File: src/rtl/tx_hs_pkg.sv
package tx_hs_pkg;
  typedef enum logic [2:0] {
    ST_IDLE  = 3'd0,
    ST_WAIT  = 3'd1,
    ST_OPEN  = 3'd2,
    ST_DATA  = 3'd3,
    ST_CLOSE = 3'd4,
    ST_TAIL  = 3'd5
  } hs_state_t;
endpackage

File: src/rtl/tx_hs_rst_sync.sv
module tx_hs_rst_sync #(
  parameter int STAGES = 2
) (
  input  logic clk,
  input  logic rst_n,
  output logic rst_n_sync
);
  logic [STAGES-1:0] pipe_q;

  always_ff @(negedge clk or negedge rst_n) begin
    if (!rst_n) pipe_q <= '0;
    else        pipe_q <= {pipe_q[STAGES-2:0], 1'b1};
  end

  assign rst_n_sync = pipe_q[STAGES-1];
endmodule

File: src/rtl/tx_hs_byte_reg.sv
module tx_hs_byte_reg #(
  parameter int DATA_W = 8
) (
  input  logic              clk,
  input  logic              rst_n,
  input  logic              load,
  input  logic [DATA_W-1:0] fifo_data,
  input  logic              fifo_eof,
  output logic [DATA_W-1:0] byte_q,
  output logic              last_q,
  output logic              fifo_rd
);
  always_ff @(negedge clk or negedge rst_n) begin
    if (!rst_n) begin
      byte_q <= '0;
      last_q <= 1'b0;
    end else if (load) begin
      byte_q <= fifo_data;
      last_q <= fifo_eof;
    end
  end

  always_ff @(negedge clk or negedge rst_n) begin
    if (!rst_n) fifo_rd <= 1'b0;
    else        fifo_rd <= load;
  end
endmodule

File: src/rtl/tx_hs_ctrl.sv
module tx_hs_ctrl
  import tx_hs_pkg::*;
#(
  parameter int              DATA_W   = 8,
  parameter logic [DATA_W-1:0] FLAG_PAT = 8'h7E
) (
  input  logic              clk,
  input  logic              rst_n,
  input  logic              tx_en,
  input  logic              cts_ok,
  input  logic              fifo_empty,
  input  logic [DATA_W-1:0] fifo_data,
  input  logic [DATA_W-1:0] byte_q,
  input  logic              last_q,
  output logic              load,
  output logic              rts,
  output logic              txd
);
  localparam int CNT_W = (DATA_W > 1) ? $clog2(DATA_W) : 1;
  localparam logic [CNT_W-1:0] BIT_MAX = CNT_W'(DATA_W - 1);

  hs_state_t        st_q, st_n;
  logic [CNT_W-1:0] bc_q, bc_n;
  logic             rts_n, txd_n, bit_last;

  assign bit_last = (bc_q == BIT_MAX);

  // next-state logic
  always_comb begin
    st_n = st_q;
    bc_n = bc_q;
    load = 1'b0;
    if (!tx_en) begin
      st_n = ST_IDLE;
      bc_n = '0;
    end else begin
      case (st_q)
        ST_IDLE: begin
          bc_n = '0;
          if (!fifo_empty) st_n = cts_ok ? ST_OPEN : ST_WAIT;
        end
        ST_WAIT: begin
          bc_n = '0;
          if (cts_ok) st_n = ST_OPEN;
        end
        ST_OPEN: begin
          if (bit_last) begin
            bc_n = '0;
            if (fifo_empty) st_n = ST_CLOSE;
            else begin
              st_n = ST_DATA;
              load = 1'b1;
            end
          end else bc_n = bc_q + CNT_W'(1);
        end
        ST_DATA: begin
          if (bit_last) begin
            bc_n = '0;
            if (last_q || fifo_empty) st_n = ST_CLOSE;
            else load = 1'b1;
          end else bc_n = bc_q + CNT_W'(1);
        end
        ST_CLOSE: begin
          if (bit_last) begin
            bc_n = '0;
            st_n = ST_TAIL;
          end else bc_n = bc_q + CNT_W'(1);
        end
        ST_TAIL: begin
          bc_n = '0;
          st_n = ST_IDLE;
        end
        default: begin
          bc_n = '0;
          st_n = ST_IDLE;
        end
      endcase
    end
  end

  // output selection follows the state being entered
  always_comb begin
    rts_n = (st_n != ST_IDLE);
    case (st_n)
      ST_OPEN, ST_CLOSE: txd_n = FLAG_PAT[bc_n];
      ST_DATA:           txd_n = load ? fifo_data[bc_n] : byte_q[bc_n];
      default:           txd_n = 1'b1;
    endcase
  end

  // registers
  always_ff @(negedge clk or negedge rst_n) begin
    if (!rst_n) begin
      st_q <= ST_IDLE;
      bc_q <= '0;
      rts  <= 1'b0;
      txd  <= 1'b1;
    end else begin
      st_q <= st_n;
      bc_q <= bc_n;
      rts  <= rts_n;
      txd  <= txd_n;
    end
  end
endmodule

File: src/rtl/tx_handshake_seq.sv
module tx_handshake_seq #(
  parameter int                DATA_W   = 8,
  parameter logic [DATA_W-1:0] FLAG_PAT = 8'h7E
) (
  input  logic              tclk,
  input  logic              rst_n,
  input  logic              tx_en,
  input  logic              cts,
  input  logic              cts_forced,
  input  logic              fifo_empty,
  input  logic [DATA_W-1:0] fifo_data,
  input  logic              fifo_eof,
  output logic              fifo_rd,
  output logic              rts,
  output logic              txd
);
  logic              rst_n_sync;
  logic              cts_ok;
  logic              load;
  logic [DATA_W-1:0] byte_q;
  logic              last_q;

  assign cts_ok = cts | cts_forced;

  tx_hs_rst_sync #(.STAGES(2)) u_rst (
    .clk        (tclk),
    .rst_n      (rst_n),
    .rst_n_sync (rst_n_sync)
  );

  tx_hs_byte_reg #(.DATA_W(DATA_W)) u_byte (
    .clk       (tclk),
    .rst_n     (rst_n_sync),
    .load      (load),
    .fifo_data (fifo_data),
    .fifo_eof  (fifo_eof),
    .byte_q    (byte_q),
    .last_q    (last_q),
    .fifo_rd   (fifo_rd)
  );

  tx_hs_ctrl #(.DATA_W(DATA_W), .FLAG_PAT(FLAG_PAT)) u_ctrl (
    .clk        (tclk),
    .rst_n      (rst_n_sync),
    .tx_en      (tx_en),
    .cts_ok     (cts_ok),
    .fifo_empty (fifo_empty),
    .fifo_data  (fifo_data),
    .byte_q     (byte_q),
    .last_q     (last_q),
    .load       (load),
    .rts        (rts),
    .txd        (txd)
  );
endmodule

File: config.mk
export PLATFORM = sky130hd
export DESIGN_NAME = tx_handshake_seq
export DESIGN_NICKNAME = d
export VERILOG_FILES = /design/src/rtl/tx_hs_pkg.sv /design/src/rtl/tx_hs_rst_sync.sv /design/src/rtl/tx_hs_byte_reg.sv /design/src/rtl/tx_hs_ctrl.sv /design/src/rtl/tx_handshake_seq.sv
export SDC_FILE = /design/constraint.sdc
export NUM_CORES = 1
export LEC_CHECK = 0
export CAP_MARGIN = 10
export CORE_MARGIN = 2
export CORE_UTILIZATION = 45
export DETAILED_ROUTE_END_ITERATION = 8
export GPL_TIMING_DRIVEN = 0
export PLACE_DENSITY = 0.7
export SYNTH_ARGS = -nofsm -noshare
export SYNTH_HDL_FRONTEND = slang
export SYNTH_SLANG_ARGS = --single-unit
File: constraint.sdc
create_clock -name tclk -period 0.87 [get_ports tclk]
set_input_delay 0.261 -clock tclk [delete_from_list [all_inputs] [get_ports tclk]]
set_output_delay 0.261 -clock tclk [all_outputs]
set_load 0.1 [all_outputs]
==> impl_metrics.toml <==
[run_status]
outcome = "finished with violations"
violations = "setup timing"

[yosys]
seq_area_frac_synth_pct = 49.1
synthAdderAreaFrac_pct = 3.67
synth_seq_cells = 20
syn-cell-area_sq_mm = 0.00102
synth_edf_count = 0
synth_compound_area_share_pct = 17.9
yosys_warnings = 0
avgSynthCellArea_sq_um = 11.4
postSynthCellCount = 90
synth_ff_type = "dfrtn_1"
synth_top_family_by_area = "compound AO/OA/AOI/OAI gates"
syn_nets = 108
synthMuxAreaShare_pct = 12.0
ys_types = 44
synthSimpleGateAreaFrac_pct = 15.2
synth_xor_area_share_pct = 0
async_reset_ff_share_pct = 100

[floorplan]
initial_utilization_pct = 47.1
io_pins = 18
dieWidth_um = 51.7
rows = 17
dieArea_sq_mm = 0.00267
die_h_um = 51.7
core-area_sq_mm = 0.00217

[layout]
diodes = 0
final_cell_mix = "dfrtn_1 (19), buf_4 (15), clkdlybuf4s50_1 (10)"
area_delta_synth_final_pct = 62.7
nNetsFinal = 152
layout_commonest_cell = "dfrtn_1"
post_route_cells_drive_above_1_share_pct = 47.4

[global_route]
grt_usage_pct = 20.4
use_met3_pct = 3.16
grt.busiest_layer = "met2"
antenna_found_initial = 0
grt_util_met2_pct = 38.9
grtUsageMet1_pct = 23.6
grt_pass1_wl_mm = 4.02
grt_overflow = 0
grt_max_degree = 19
grt_pass1_vias = 946

[clocking]
clk_pin_slew_ps = 70
cts_max_path_buffers = 2
cts_root_buffer = "clkbuf_4"
htree_levels = 1
cts_buffers = 3
cts_tree = "yes"
clock_latency_ps = 350
cts.sinks = 20

[place]
post-place-ws_ps = -1540
portBuffers = 17
hpwl_mm = 1.46
gp_congestion = 0.795

[route]
detail_route.iter0.violations = 17
wl_per_cell_um = 16.0
vias = 881
drc = 0
wl_mm = 2.58
ant_nets = 0
firstDrtPassIters = 4
viasPerCell = 5.47

[setup_path]
cp.arrival_ps = 2600
worstSetupPathType = "flop to flop"
crit_required_ps = 1560
crit_path_end_kind = "flop"
cp-start-kind = "flop"
crit_path_max_fanout = 3

[sta]
finalCriticalPeriod_ps = 1910
rsz0062_at_grt = "yes"
setup_violations = 21
fin_ws_ps = -1040
holdWs_ps = 148
maxSlewViolCount = 0
hold_viol_final = 0
post-route-period-util_pct = 220
skew_ps = 61.9
max_freq_ghz = 0.522

[power]
vdd_drop_max_mv = 1.13
p_leak_nw = 0.758
powerDensity_mw_per_mm2 = 1140

[run]
drv_cap = 0

[min_path]
worst_hold_path_type = "flop to asynchronous set/reset pin"
area by class of cell:
type / instances / area (sq um)
Timing Repair Buffer: 39 / 392
Sequential cell: 20 / 505
Tap cell: 28 / 35.0
Clock inverter: 2 / 7.51
Clock buffer: 3 / 22.5
Multi-Input combinational cell: 66 / 668
Inverter: 1 / 3.75
Buffer: 2 / 28.8
Fill cell: 150 / 507
flip-flops by register name, indices dropped and copies added (netlist names):
signal,cells
u_byte.byte_q,8
u_ctrl.st_q,3
u_ctrl.bc_q,3
u_byte.last_q,1
u_rst.pipe_q,2
u_ctrl.rts,1
u_ctrl.txd,1
u_byte.fifo_rd,1
through the flow:
| step | instance area (sq um) | TNS [ps] | utilization [%] | instances | power, mW |
|---|---|---|---|---|---|
| after floorplan | 1100 | -14050 | - | 90 | 1.23 |
| after global placement | 1310 | -25740 | 60.1 | 135 | 1.35 |
| after detailed placement | 1310 | -25570 | 60.1 | 135 | 1.35 |
| after CTS | 1560 | -15100 | 72.1 | 157 | 1.86 |
| after global routing | 1660 | -17390 | 76.6 | 161 | 2.00 |
| final | 1660 | -16330 | 76.6 | 161 | 1.90 |
where the power goes:
group	switching (mW)	internal, mW	total, mW
logic	0.231	0.224	0.455
clock network	0.284	0.173	0.457
registers	0.0220	0.966	0.988
total	0.537	1.36	1.90
worst max-delay path, stage by stage (launching register included):
cell and delay, ps:
dfrtn_1 380, ha_4 180, buf_6 110, ha_4 150, a21bo_1 210, o21a_1 220
buf_6 130, a31o_1 200, o311ai_2 290
layer usage:
metal | wire (um) | up-vias | part of all wire, %
met5 | 0 | - | 0
met4 | 6 | 0 | 0.23
met3 | 102 | 2 | 4.0
met2 | 1420 | 25 | 55
met1 | 1050 | 434 | 41
li1 | - | 420 | -
path summary, 6_finish.rpt:
check	start	to	slack, ps	depth (start not counted)
setup / recovery	u_ctrl.bc_q[0]	u_ctrl.txd	-1040	8
hold / removal	u_rst.pipe_q[1]	u_ctrl.bc_q[1]	150	1
setup reg to reg	u_ctrl.bc_q[0]	u_ctrl.txd	-1040	8
hold reg to reg	u_rst.pipe_q[1]	u_ctrl.bc_q[1]	150	1
max in group asynchronous	rst_n	u_rst.pipe_q[0]	290	1
min in group tclk	u_rst.pipe_q[0]	u_rst.pipe_q[1]	300	0
synth_stat cells, types with 2 or more instances:
cell      count  area (sq um)
dfrtn_1      19           475
nor2_1        8          30.0
mux2_2        7          78.8
nand3_1       4          20.0
o21ai_0       4          20.0
and2_1        3          18.8
ha_1          3          37.5
a211o_1       2          17.5
a21boi_0      2          15.0
inv_1         2          7.51
nand2_1       2          7.51
or3_1         2          12.5
timing repair:
item	CTS	global route
pin swaps	15	8
buffers inserted	18	4
gates cloned	0	0
hold buffers	0	0
endpoints found under the setup margin	21	38
resized for setup	55	11
logic make-up (layout without fill, tap and decap cells):
group	after synthesis	in the layout
AOI/OAI and AO/OA	24	24
adders and majority gates	3	3
buffers and inverters	4	47
DFF	20	20
muxes	10	10
other	1	1
and+or+nand+nor	28	28
Power figures use the tool's default switching activity.
